$ cat src/rtl/ps_cfg_pkg.sv
package ps_cfg_pkg;
  typedef enum logic [2:0] {
    ST_IDLE, ST_REQ, ST_WAIT, ST_SHIFT, ST_INIT, ST_DONE, ST_ERR
  } cfgState_e;

  // strobes from control to datapath
  typedef struct packed {
    logic clear;     // return serial engine to idle
    logic runShift;  // shifting bytes allowed
    logic runInit;   // emit initialization clocks
  } dpCtrl_t;
endpackage

$ cat src/rtl/ps_cfg_ctrl.sv
module ps_cfg_ctrl
  import ps_cfg_pkg::*;
#(
  parameter int REQ_LOW_CYCLES = 50,
  parameter int STATUS_TIMEOUT = 10000000,
  parameter int DONE_TIMEOUT   = 50000000
) (
  input  logic    clk,
  input  logic    rstN,
  input  logic    start,
  input  logic    statusIn,
  input  logic    doneIn,
  input  logic    initDone,
  output dpCtrl_t dpCtrl,
  output logic    cfgReqN,
  output logic    busy,
  output logic    cfgDone,
  output logic    cfgError
);
  localparam int MAX_A   = (REQ_LOW_CYCLES > STATUS_TIMEOUT) ? REQ_LOW_CYCLES : STATUS_TIMEOUT;
  localparam int MAX_LIM = (MAX_A > DONE_TIMEOUT) ? MAX_A : DONE_TIMEOUT;
  localparam int CNT_W   = $clog2(MAX_LIM + 1);
  localparam logic [CNT_W-1:0] REQ_LAST  = CNT_W'(REQ_LOW_CYCLES - 1);
  localparam logic [CNT_W-1:0] STAT_LAST = CNT_W'(STATUS_TIMEOUT - 1);
  localparam logic [CNT_W-1:0] DONE_LAST = CNT_W'(DONE_TIMEOUT - 1);

  cfgState_e state, nextState;
  logic [CNT_W-1:0] cnt;
  logic timed;

  always_comb begin
    nextState = state;
    unique case (state)
      ST_IDLE, ST_DONE, ST_ERR: if (start) nextState = ST_REQ;
      ST_REQ:   if (cnt == REQ_LAST) nextState = ST_WAIT;
      ST_WAIT: begin
        if (statusIn)               nextState = ST_SHIFT;
        else if (cnt == STAT_LAST)  nextState = ST_ERR;
      end
      ST_SHIFT: begin
        if (doneIn)                 nextState = ST_INIT;
        else if (!statusIn)         nextState = ST_ERR;
        else if (cnt == DONE_LAST)  nextState = ST_ERR;
      end
      ST_INIT:  if (initDone) nextState = ST_DONE;
      default:  nextState = ST_IDLE;
    endcase
  end

  assign timed = (state == ST_REQ) || (state == ST_WAIT) || (state == ST_SHIFT);

  always_ff @(posedge clk) begin
    if (!rstN) begin
      state <= ST_IDLE;
      cnt   <= '0;
    end else begin
      state <= nextState;
      if (!timed || nextState != state) cnt <= '0;
      else                              cnt <= cnt + 1'b1;
    end
  end

  always_comb begin
    dpCtrl.runShift = (state == ST_SHIFT) && statusIn && !doneIn;
    dpCtrl.runInit  = (state == ST_INIT);
    dpCtrl.clear    = !((state == ST_SHIFT) || (state == ST_INIT))
                      || ((state == ST_SHIFT) && (doneIn || !statusIn));
  end

  assign cfgReqN  = (state != ST_REQ);
  assign busy     = (state == ST_REQ) || (state == ST_WAIT)
                    || (state == ST_SHIFT) || (state == ST_INIT);
  assign cfgDone  = (state == ST_DONE);
  assign cfgError = (state == ST_ERR);


  status_abort_chk: assert property (@(posedge clk) disable iff (!rstN)
    (state == ST_SHIFT) && !statusIn && !doneIn |=> cfgError);


  error_hold_chk: assert property (@(posedge clk) disable iff (!rstN)
    cfgError && !start |=> cfgError);


  no_restart_busy_chk: assert property (@(posedge clk) disable iff (!rstN)
    $fell(cfgReqN) |-> !$past(busy));
endmodule

$ cat src/rtl/ps_cfg_datapath.sv
module ps_cfg_datapath
  import ps_cfg_pkg::*;
#(
  parameter int DATA_W      = 8,
  parameter int CLK_HALF    = 2,
  parameter int INIT_CLOCKS = 10
) (
  input  logic              clk,
  input  logic              rstN,
  input  dpCtrl_t           dpCtrl,
  input  logic [DATA_W-1:0] inData,
  input  logic              inValid,
  output logic              inReady,
  output logic              serClk,
  output logic              serData,
  output logic              initDone
);
  localparam int BITS_W = $clog2(DATA_W + 1);
  localparam int DIV_W  = (CLK_HALF > 1) ? $clog2(CLK_HALF) : 1;
  localparam int INIT_W = $clog2(INIT_CLOCKS + 2);
  localparam logic [DIV_W-1:0]  DIV_LAST = DIV_W'(CLK_HALF - 1);
  localparam logic [INIT_W-1:0] INIT_END = INIT_W'(INIT_CLOCKS);

  logic [DATA_W-1:0] shReg;
  logic [BITS_W-1:0] bitsLeft;
  logic [DIV_W-1:0]  divCnt;
  logic [INIT_W-1:0] initCnt;
  logic loadByte, running, tick;

  assign initDone = (initCnt == INIT_END);
  assign inReady  = dpCtrl.runShift && !dpCtrl.clear && (bitsLeft == '0) && !serClk;
  assign loadByte = inReady && inValid;
  assign running  = (dpCtrl.runShift && (bitsLeft != '0)) || (dpCtrl.runInit && !initDone);
  assign tick     = (divCnt == DIV_LAST);
  assign serData  = shReg[0];

  always_ff @(posedge clk) begin
    if (!rstN || dpCtrl.clear) begin
      shReg    <= '0;
      bitsLeft <= '0;
      divCnt   <= '0;
      initCnt  <= '0;
      serClk   <= 1'b0;
    end else if (loadByte) begin
      shReg    <= inData;
      bitsLeft <= BITS_W'(DATA_W);
      divCnt   <= '0;
    end else if (running) begin
      if (tick) begin
        divCnt <= '0;
        if (serClk) begin
          serClk <= 1'b0;           // falling edge: present next bit
          if (dpCtrl.runShift) begin
            shReg    <= shReg >> 1;
            bitsLeft <= bitsLeft - 1'b1;
          end else begin
            initCnt <= initCnt + 1'b1;
          end
        end else begin
          serClk <= 1'b1;           // rising edge: target samples
        end
      end else begin
        divCnt <= divCnt + 1'b1;
      end
    end
  end


  data_stable_high_chk: assert property (@(posedge clk) disable iff (!rstN)
    serClk && $past(serClk) |-> $stable(serData));


  no_clock_unpending_chk: assert property (@(posedge clk) disable iff (!rstN)
    (bitsLeft == '0) && !dpCtrl.runInit && !serClk |=> !serClk);
endmodule

$ cat src/rtl/ps_cfg_master.sv
module ps_cfg_master
  import ps_cfg_pkg::*;
#(
  parameter int DATA_W         = 8,
  parameter int CLK_HALF       = 2,
  parameter int REQ_LOW_CYCLES = 50,
  parameter int STATUS_TIMEOUT = 10000000,
  parameter int DONE_TIMEOUT   = 50000000,
  parameter int INIT_CLOCKS    = 10
) (
  input  logic              clk,
  input  logic              rstN,
  input  logic              start,
  input  logic [DATA_W-1:0] inData,
  input  logic              inValid,
  output logic              inReady,
  output logic              cfgReqN,
  input  logic              statusIn,
  input  logic              doneIn,
  output logic              serClk,
  output logic              serData,
  output logic              busy,
  output logic              cfgDone,
  output logic              cfgError
);
  dpCtrl_t dpCtrl;
  logic initDone;

  ps_cfg_ctrl #(
    .REQ_LOW_CYCLES(REQ_LOW_CYCLES),
    .STATUS_TIMEOUT(STATUS_TIMEOUT),
    .DONE_TIMEOUT  (DONE_TIMEOUT)
  ) i_ctrl (
    .clk(clk), .rstN(rstN), .start(start), .statusIn(statusIn),
    .doneIn(doneIn), .initDone(initDone), .dpCtrl(dpCtrl),
    .cfgReqN(cfgReqN), .busy(busy), .cfgDone(cfgDone), .cfgError(cfgError)
  );

  ps_cfg_datapath #(
    .DATA_W(DATA_W), .CLK_HALF(CLK_HALF), .INIT_CLOCKS(INIT_CLOCKS)
  ) i_dp (
    .clk(clk), .rstN(rstN), .dpCtrl(dpCtrl), .inData(inData),
    .inValid(inValid), .inReady(inReady), .serClk(serClk),
    .serData(serData), .initDone(initDone)
  );


  quiet_in_reset_chk: assert property (@(posedge clk) disable iff (!rstN)
    !cfgReqN |-> !serClk && !inReady);
endmodule

$ cat config.mk
export PLATFORM = sky130hd
export DESIGN_NAME = ps_cfg_master
export DESIGN_NICKNAME = d
export VERILOG_FILES = /design/src/rtl/ps_cfg_pkg.sv /design/src/rtl/ps_cfg_ctrl.sv /design/src/rtl/ps_cfg_datapath.sv /design/src/rtl/ps_cfg_master.sv
export SDC_FILE = /design/constraint.sdc
export NUM_CORES = 1
export LEC_CHECK = 0
export CAP_MARGIN = 20
export CORE_UTILIZATION = 45
export CTS_CLUSTER_DIAMETER = 50
export DETAILED_ROUTE_END_ITERATION = 10
export PLACE_DENSITY = 0.74
export SETUP_SLACK_MARGIN = 0.4
export SYNTH_ARGS = -nofsm -noshare
export SYNTH_HDL_FRONTEND = slang
export SYNTH_SLANG_ARGS = --single-unit
$ cat constraint.sdc
create_clock -name clk -period 3.6 [get_ports clk]
set_input_delay 0.36 -clock clk [delete_from_list [all_inputs] [get_ports clk]]
set_output_delay 0.36 -clock clk [all_outputs]
set_load 0.01 [all_outputs]
# After elaboration in Yosys (flattened, before gate mapping)
# Index checks and enable logic that the tools add are counted.
[word_totals]
reg_bits = 47
inputBits = 14
output_inout_bits = 7
word_cells = 88
[classes]
addsub = 4
n_eq_ne = 12
muxes = 21
bitwise_logic = 3
n_reduce_logical = 40
[ops]
columns = ["operator", "n"]
rows = [
  ["2-to-1 mux 8 bit", 5],
  ["adder 26 x 1 -> 26 bit (second input constant)", 1],
  ["== test 26 x 24 -> 1 bit (second input constant)", 1],
  ["== test 26 bit (second input constant)", 1],
  ["== test 26 x 6 -> 1 bit (second input constant)", 1],
  ["2-to-1 mux 3 bit", 8],
  ["2-to-1 mux 4 bit", 5],
  ["case mux 3 bit (5 select lines)", 1],
  ["== test 3 bit (second input constant)", 3],
  ["logical AND 1 bit", 9],
  ["logical OR 1 bit", 9],
  ["zero test 1 bit", 8],
  ["AND reduction 4 bit", 2],
  ["nonzero test 2 bit", 4],
  ["== test 3 x 2 -> 1 bit (second input constant)", 2],
  ["AND reduction 5 bit", 1],
  ["adder 4 x 1 -> 4 bit (second input constant)", 1],
  ["== test 4 bit (second input constant)", 1],
  ["zero test 4 bit", 1],
  ["nonzero test 4 bit", 1],
  ["OR reduction 2 bit", 2],
  ["subtractor 4 x 1 -> 4 bit (second input constant)", 1],
  ["== test 3 x 1 -> 1 bit (second input constant)", 1],
  ["zero test 3 bit", 1],
  ["7 further kinds", 10],
]

# Logic depth before layout (Yosys ltp)
# Gate-level depths: netlist (run 1).
[logic_depth]
depth_word = 11
mapped_depth = 9
mapped_depth_nobuf = 7

# Modules after synthesis
# Synthesis (run 1) repeated with hierarchy kept, for this count alone.
[hier_totals]
hier_cells = 291
hier_area_um2 = 2638.8
[by_module_without_submodules]
columns = ["mod", "n_inst", "cells_each", "area_each_um2", "seq_area_each_um2"]
rows = [
  ["ps_cfg_ctrl", 1, 195, 1740.4, 580.6],
  ["ps_cfg_datapath", 1, 96, 898.4, 360.3],
]

# Least setup slack after synthesis (run 1)
# Ideal clock, no wire load.
[synth_path]
kind = "reg2reg"
start = "reg i_ctrl.cnt[13]"
end = "reg i_ctrl.cnt[10]"
setup_time_ns = 0.115
t_arrival_ns = 1.982
required_time_ns = 3.485
slack_ns = 1.503
stages_incl_launch_ff = 7
n_path_buf = 1
period_less_slack_ns = 2.097
cell_sequence = "dfxtp_1 or4_1 or2_1 or4b_4 nand4_4 buf_12 nor2_2"
[synth_between]
elab_chain_len = 8
elab_cells_between_ends = 13
classes_between = "4 x eq/ne; 7 x mux; 2 x reduce/logical"
[synth_lines]
columns = ["element", "line", "rtl"]
rows = [
  ["start: declaration", "ps_cfg_ctrl.sv:28", "logic [CNT_W-1:0] cnt;"],
  ["start signal: assignment", "ps_cfg_ctrl.sv:59", "else cnt <= cnt + 1'b1;"],
  ["== test 26 bit", "ps_cfg_ctrl.sv:43", "else if (cnt == DONE_LAST) nextState = ST_ERR;"],
  ["2-to-1 mux 3 bit", "ps_cfg_ctrl.sv:43", ""],
  ["2-to-1 mux 3 bit", "ps_cfg_ctrl.sv:42", "else if (!statusIn) nextState = ST_ERR;"],
  ["2-to-1 mux 3 bit", "ps_cfg_ctrl.sv:41", "if (doneIn) nextState = ST_INIT;"],
  ["case mux 3 bit (5 select lines) *", "ps_cfg_ctrl.sv:33", "unique case (state)"],
  ["inequality test 3 bit *", "ps_cfg_ctrl.sv:58", "if (!timed || nextState != state) cnt <= '0;"],
  ["logical OR 1 bit *", "ps_cfg_ctrl.sv:58", ""],
  ["OR reduction 2 bit (no source line) *", "--", ""],
]
# Mark *: on every way between the ends. The rest lies on a longest branch, timed or not.
# A chain may end at the register's enable or synchronous reset.

# Final worst setup path (run 1)
[layout_path]
start = "reg i_ctrl.state[1]"
end = "out inReady"
[layout_between]
elab_chain_len = 8
elab_cells_between_ends = 12
classes_between = "2 x eq/ne; 10 x reduce/logical"
[layout_lines]
columns = ["element", "line", "rtl"]
rows = [
  ["start: declaration", "ps_cfg_ctrl.sv:27", "cfgState_e state, nextState;"],
  ["start signal: assignment", "ps_cfg_ctrl.sv:57", "state <= nextState;"],
  ["== test 3 x 2 -> 1 bit or == test 3 bit (tied branches)", "ps_cfg_ctrl.sv:64, ps_cfg_ctrl.sv:66, ps_cfg_ctrl.sv:67", ""],
  ["logical OR 1 bit", "ps_cfg_ctrl.sv:66", "dpCtrl.clear = !((state == ST_SHIFT) || (state == ST_INIT))"],
  ["zero test 1 bit", "ps_cfg_ctrl.sv:66", ""],
  ["logical OR 1 bit", "ps_cfg_ctrl.sv:67", "|| ((state == ST_SHIFT) && (doneIn || !statusIn));"],
  ["zero test 1 bit", "ps_cfg_datapath.sv:31", "assign inReady = dpCtrl.runShift && !dpCtrl.clear && (bitsLeft == '0) && !serClk;"],
  ["logical AND 1 bit * (3 in a row)", "ps_cfg_datapath.sv:31", ""],
  ["end: declaration", "ps_cfg_master.sv:16", "output logic inReady,"],
]
# Marks and branches as above.

==> summary.md, run 1 <==
| Metric | Value |
|---|---|
| Die width | `76.3 um` |
| Ant. Diodes | `0` |
| Hold path startpoint | `i_ctrl.cnt[0]` |
| Clk pin slew, worst setup/hold paths | `0.09 ns` |
| Total Power | `1020 uW` |
| Global Route Usage Sum | `0.175` |
| Mapped cell area | `2480 um^2` |
| Ports | `21` |
| DR pass1 iterations | `4` |
| Area contributors post-synth | `dfxtp_1 (38%), xor2_1 (7.1%), nor2_1 (5.1%), nor2_2 (5.0%), xnor2_1 (3.5%)` |
| R2r worst-path depth | `5` |
| CTS tree | `yes` |
| GP Congestion | `0.813` |
| Worst r2r src | `i_ctrl.state[2]` |
| Worst min-delay path category | `flop to flop` |
| Die ar. | `5810 um^2` |
| Mapped Cells | `283` |
| Asr flop ratio synth | `0` |
| Reg2Reg Setup Slack | `1.24 ns` |
| Crit share post-route | `0.718` |
| Worst skew pair latency | `0.30 ns` |
| Clk buf depth | `2` |
| H-tree depth | `2` |
| Seq/Total Area, Yosys | `0.379` |
| Crit Reg-Reg Endpoint | `i_dp.shReg[3]` |
| Worst-path maximum fanout | `14` |
| RSZ-0062 raised after global routing | `false` |
| Synth Area per Inst | `8.77 um^2` |
| Status | `completed` |
| VDD IR-drop max | `0.000231 V` |
| Initial drt markers | `82` |
| Slew HR | `0.343` |
| Post-layout util | `0.545` |
| Finished Cell Area | `2840 um^2` |
| Synth top area share | `0.379` |
| Register share of total power | `0.512` |
| Residual DRC count | `0` |
| Area Growth Syn to Fin | `14.4%` |
| Warnings from Yosys | `0` |
| Max-slew violation count | `0` |
| Via density | `5.40` |
| Required time of the critical path | `3.24 ns` |
| Number of global-route vias before repair | `1881` |
| Top_reg_cell synth | `dfxtp_1` |
| Slowest CP cell | `dfxtp_1` |
| Startpoint types | `flop` |
| Post-DP HPWL | `3450 um` |
| PortBufs | `20` |
| NumNets Final | `320` |
| Gates resized, CTS repair | `0` |
| Clock network fraction of total power | `0.447` |
| Placed cell area | `2700 um^2` |
| CP endpoint kind | `output port` |
| # clock sinks | `47` |
| FF+latch count, synth | `47` |
| Total gr overflow | `0` |
| Initial antenna violation count | `0` |
| First-pass GRT wire length | `8380 um` |
| Net Sw Power | `203 uW` |
| Fmax | `0.387 GHz` |
| Slew @ Worst Pin | `0.977 ns` |
| Leakage power | `0.000875 uW` |
| Max cap viols | `0` |
| CORE AREA | `5200 um^2` |
| Critical path arrival | `2.22 ns` |
| Routed len/inst | `13.0 um` |
| Max incr delay on CP | `0.59 ns` |
| Largest area contributor in the netlist | `dfxtp_1` |
| Worst Path Class, Setup | `flop to output port` |
| Power Internal | `822 uW` |
| CP cell instances | `nand2_1 > nor3_2 > nor3b_1 > clkdlybuf4s50_1` |
| Num CTS Buffers | `5` |
| # rows | `26` |
| Post-synth EDFFs | `0` |
| WHS Path Cells | `1` |
| Post-route ant nets | `0` |
| Die Height | `76.3 um` |
| Postcts setup bufs | `0` |
| CP startpoint | `i_ctrl.state[1]` |
| # hold bufs at CTS | `0` |
| Final hold violations | `0` |
| Net Sw Frac | `0.198` |
| Combinational Power Share | `0.041` |
| Initial Util | `0.477` |
| Layout cells sized above 1 | `0.116` |
| Top-count cell post-synth | `dfxtp_1` |
| Min-Delay Endpoint | `i_ctrl.cnt[0]` |
| Clk root buf | `clkbuf_8` |
| DR vias | `2007` |
| Drt total wl | `4820 um` |
| Synth cell count leaders | `dfxtp_1 (47), nor2_1 (34), nor2_2 (20), xor2_1 (20), nand2_1 (18)` |
| Setup_tns | `0 ns` |
| Distinct cells, synth | `52` |
| Min Tclk post-route | `2.58 ns` |
| Largest net degree at the start of global routing | `27` |
| Power Density | `361 nW/um^2` |
| Setup violators final | `0` |
| Clock Skew | `0.0136 ns` |
| Mapped Nets | `302` |
[power by group through the flow]
| stage | logic (uW) | clock network [uW] | registers [uW] |
|---|---|---|---|
| 6_report | 42.0 | 458 | 525 |
| 3_5_place_dp | 42.0 | 0 | 537 |
| 5_1_grt | 46.1 | 485 | 526 |
| 3_3_place_gp | 42.3 | 0 | 537 |
| 2_1_floorplan | 27.4 | 0 | 535 |
| 4_1_cts | 42.5 | 466 | 525 |
[area by class of cell]
cell class	instances	area, um^2
fillers	487	2370
inverters	9	33.8
clock inverters	3	67.6
clock buffers	5	68.8
repair buffers	21	208
well taps	70	87.6
multi-input cells	217	1430
flip-flops and latches	47	941
[worst max-delay path by stage]
stage / end / cells after the start
floorplan: i_ctrl.cnt[10] / 6
detailed placement: i_dp.divCnt / 6
global placement: i_dp.bitsLeft[1] / 6
finish: inReady / 4
CTS: inReady / 4
global route: inReady / 4
[worst max-delay path: cells and delay by family (launching register included)]
| kind | cells | cell delay (ns) |
|---|---|---|
| buf+inv | 1 | 0.56 |
| flops | 1 | 0.59 |
| simple gates | 3 | 0.77 |
[stage by stage]
step           std cells  hold WS, ns  setup slack [ns]
2_1_floorplan        283        0.454              1.50
3_3_place_gp         364        0.471              1.13
3_5_place_dp         364        0.477              1.06
4_1_cts              372        0.497              1.03
5_1_grt              372        0.504             0.901
6_report             372        0.491              1.02
[logic make-up after synthesis]
family	synth area share
mux	0.0282
buf+inv	0.0439
fa+ha+maj	0.0292
xor+xnor	0.106
compound gates	0.0822
simple gates	0.331
flops	0.379
[registers in the layout, summed over array words and instances (netlist names)]
| name | cells |
|---|---|
| i_dp.serClk | 1 |
| i_dp.bitsLeft | 4 |
| i_dp.divCnt | 1 |
| i_ctrl.cnt | 26 |
| i_dp.shReg | 8 |
| i_dp.initCnt | 4 |
| i_ctrl.state | 3 |
[cell usage in the layout, fill, tap and decap left out, types with 7 or more instances in the layout]
cell | synthesis | routed
xnor2_1 | 10 | 10
nor3_1 | 8 | 8
inv_1 | 8 | 8
xor2_1 | 20 | 20
mux2i_1 | 7 | 7
nand4_1 | 9 | 9
a211oi_1 | 11 | 11
dfxtp_1 | 47 | 47
nor2_1 | 34 | 34
nand2_1 | 18 | 18
clkdlybuf4s50_1 | 0 | 20
nor2_2 | 20 | 20
nand3_1 | 15 | 15
[routing by layer]
layer | vias up | track usage | routed length, um
met1 | 926 | 0.236 | 2430
li1 | 1037 | - | -
met5 | - | 0 | 0
met3 | 8 | 0.0323 | 170
met2 | 36 | 0.280 | 2160
met4 | 0 | 0.0596 | 67
Note: power is estimated with default switching activity, not from simulation.
==> run 2, diff against run 1 <==
Clock period 3.6 ns to 2.7 ns, I/O delays scaled along.
==> run 2 against run 1 <==
  * Highest routed layer unchanged
  * Die area is the same
  * Worst hold slack improved by 0.0090 ns
  * Clock skew decreased by 0.0036 ns
  * Via count rose by 5.0%
  * Sequential power rose by 33%
  * Clock power is 8.5% lower
  * Sequential share of layout area fell by 0.27 points
  * Combinational power increased by 45%
  * Cell area rose by 1.4%
  * First-iteration DRC count grew 56%
  * Cell count rose by 1.6%
  * Critical path depth grew 1
==> summary.md, run 2 (same netlist as run 1, synthesis figures left out) <==
| Metric | Value |
|---|---|
| Placed cell area | `2740 um^2 (was 2700 um^2)` |
| Setup violators final | `0 (unchanged)` |
| Net Sw Power | `271 uW (was 203 uW)` |
| VDD IR-drop max | `0.000284 V (was 0.000231 V)` |
| Setup ws final | `0.445 ns (was 1.02 ns)` |
| Most common cell after layout, fill and taps aside | `dfxtp_1 (unchanged)` |
| PortBufs | `20 (unchanged)` |
| Fmax | `0.443 GHz` |
| Total gr overflow | `0 (unchanged)` |
| Power Density | `410 nW/um^2 (was 361 nW/um^2)` |
| Required time of the critical path | `2.88 ns (was 3.24 ns)` |
| CP cell instances | `or4_1 > or2_1 > or4b_4 > nand4_4 > nor2_1 (was nand2_1 > nor3_2 > nor3b_1 > clkdlybuf4s50_1)` |
| Max-slew violation count | `0 (unchanged)` |
| CP delay by family, top | `simple AND/OR/NAND/NOR gates (unchanged)` |
| NumNets Final | `326 (was 320)` |
| Clock network fraction of total power | `0.355 (was 0.447)` |
| Combinational Power Share | `0.051 (was 0.041)` |
| Register share of total power | `0.593 (was 0.512)` |
| Initial Util | `0.477 (unchanged)` |
| GP Congestion | `0.792 (was 0.813)` |
| Slowest CP cell | `or4b_4 (was dfxtp_1)` |
| Residual DRC count | `0 (unchanged)` |
| Num CTS Buffers | `5 (unchanged)` |
| Drt total wl | `5250 um (was 4820 um)` |
| Area Growth Syn to Fin | `15.9% (was 14.4%)` |
| Power Internal | `907 uW (was 822 uW)` |
| CTS tree | `yes (unchanged)` |
| Die ar. | `5810 um^2 (unchanged)` |
| Ant. Diodes | `0 (unchanged)` |
| Worst min-delay path category | `flop to flop (unchanged)` |
| Number of global-route vias before repair | `1945 (was 1881)` |
| H-tree depth | `2 (unchanged)` |
| Worst-path maximum fanout | `13 (was 14)` |
| Largest registers | `i_ctrl.cnt (26), i_dp.shReg (8) (unchanged)` |
| Slew @ Worst Pin | `0.774 ns (was 0.977 ns)` |
| R2r worst-path depth | `5 (unchanged)` |
| Finished Cell Area | `2880 um^2 (was 2840 um^2)` |
| WHS Path Cells | `1 (unchanged)` |
| Critical path arrival | `2.43 ns (was 2.22 ns)` |
| Max reg flops | `26 (unchanged)` |
| Worst Path Buf+Inv | `0 (was 1)` |
| Max incr delay on CP | `0.59 ns (about the same)` |
| Clk root buf | `clkbuf_8 (unchanged)` |
| Max cap viols | `0 (unchanged)` |
| Leakage power | `0.000883 uW (was 0.000875 uW)` |
| Clk pin slew, worst setup/hold paths | `0.08 ns (was 0.09 ns)` |
| CP endpoint kind | `flop (was output port)` |
| Post-route ant nets | `0 (unchanged)` |
| Clk buf depth | `2 (unchanged)` |
| Ports | `21 (unchanged)` |
| Startpoint types | `flop (unchanged)` |
| Slew HR | `0.483 (was 0.343)` |
| First-pass GRT wire length | `9000 um (was 8380 um)` |
| Final hold violations | `0 (unchanged)` |
| Most frequent cells in the layout | `dfxtp_1 (45), nor2_1 (34), xor2_1 (20), nor2_2 (20), clkdlybuf4s50_1 (20) (was dfxtp_1 (47), nor2_1 (34), xor2_1 (20), nor2_2 (20), clkdlybuf4s50_1 (20))` |
| Post-DP HPWL | `3430 um (was 3450 um)` |
| Die width | `76.3 um (unchanged)` |
| Net Sw Frac | `0.230 (was 0.198)` |
| Initial drt markers | `128 (was 82)` |
| Via density | `5.57 (was 5.40)` |
| DR pass1 iterations | `4 (unchanged)` |
| DR vias | `2107 (was 2007)` |
| CORE AREA | `5200 um^2 (unchanged)` |
| Clock Skew | `0.00996 ns (was 0.0136 ns)` |
| RSZ-0062 raised after global routing | `true (was false)` |
| Crit share post-route | `0.835` |
| Fin cells | `378 (was 372)` |
| Critical Path Stages | `5 (was 4)` |
| Worst Path Class, Setup | `flop to flop (was flop to output port)` |
| # rows | `26 (unchanged)` |
| DP Worst Slack | `0.348 ns (was 1.06 ns)` |
| Status | `completed (unchanged)` |
| Min Tclk post-route | `2.26 ns` |
| Largest Register | `i_ctrl.cnt (unchanged)` |
| Cell count after placement | `369 (was 364)` |
| Worst skew pair latency | `0.30 ns (about the same)` |
| Routed len/inst | `13.9 um (was 13.0 um)` |
| Global Route Usage Sum | `0.189 (was 0.175)` |
| Largest net degree at the start of global routing | `16 (was 27)` |
| Setup_tns | `0 ns (unchanged)` |
| Initial antenna violation count | `0 (unchanged)` |
| Die Height | `76.3 um (unchanged)` |
| # hold bufs at CTS | `0 (unchanged)` |
| # clock sinks | `47 (unchanged)` |
| Layout cells sized above 1 | `0.153 (was 0.116)` |
## run 2: through the flow
step / total power [uW] / util / hold slack, ns
after floorplan: 749 / - / 0.406
after global placement: 772 / 0.526 / 0.473
after detailed placement: 772 / 0.526 / 0.482
after CTS: 1190 / 0.549 / 0.503
after global routing: 1230 / 0.553 / 0.530
final: 1180 / 0.553 / 0.500
## run 2: per-layer routing
metal  part of all wire  GRT usage
met1               0.48      0.271
met2               0.46      0.291
met3              0.048     0.0323
met4             0.0093     0.0500
met5                  0          0
## run 2: power groups by stage
stage | combinational (uW) | clock, uW | sequential (uW)
floorplan | 36.5 | 0 | 713
global placement | 55.6 | 0 | 716
finish | 60.7 | 419 | 700
CTS | 59.9 | 428 | 700
detailed placement | 55.6 | 0 | 716
global route | 64.9 | 464 | 700
## run 2: what timing repair did
action / CTS / global route
pin swaps: 0 / 0
setup buffers: 0 / 0
gates resized for setup: 3 / 5
gates cloned: 1 / 0
endpoints found under the setup margin: 25 / 28
## run 2: worst reg2reg max path, cell delays in order (launching register included)
cell     delay [ns]
dfxtp_1        0.36
or4_1          0.57
or2_1          0.27
or4b_4         0.59
nand4_4        0.26
nor2_1         0.09
## run 2: layout make-up
cell class                 count  area [um^2]
fill                         466         2330
multi-input combinational    218         1480
sequential                    47          946
timing repair buffer          26          245
tap                           70         87.6
clock buffer                   5         68.8
inverter                       9         33.8
clock inverter                 3         20.0
## run 2: final timing paths
path	startpoint	to	slack, ns
setup / recovery	i_ctrl.cnt[13]	i_ctrl.cnt[3]	0.44
hold / removal	i_ctrl.cnt[0]	i_ctrl.cnt[0]	0.50
setup reg to reg	i_ctrl.cnt[13]	i_ctrl.cnt[3]	0.44
hold reg to reg	i_ctrl.cnt[0]	i_ctrl.cnt[0]	0.50
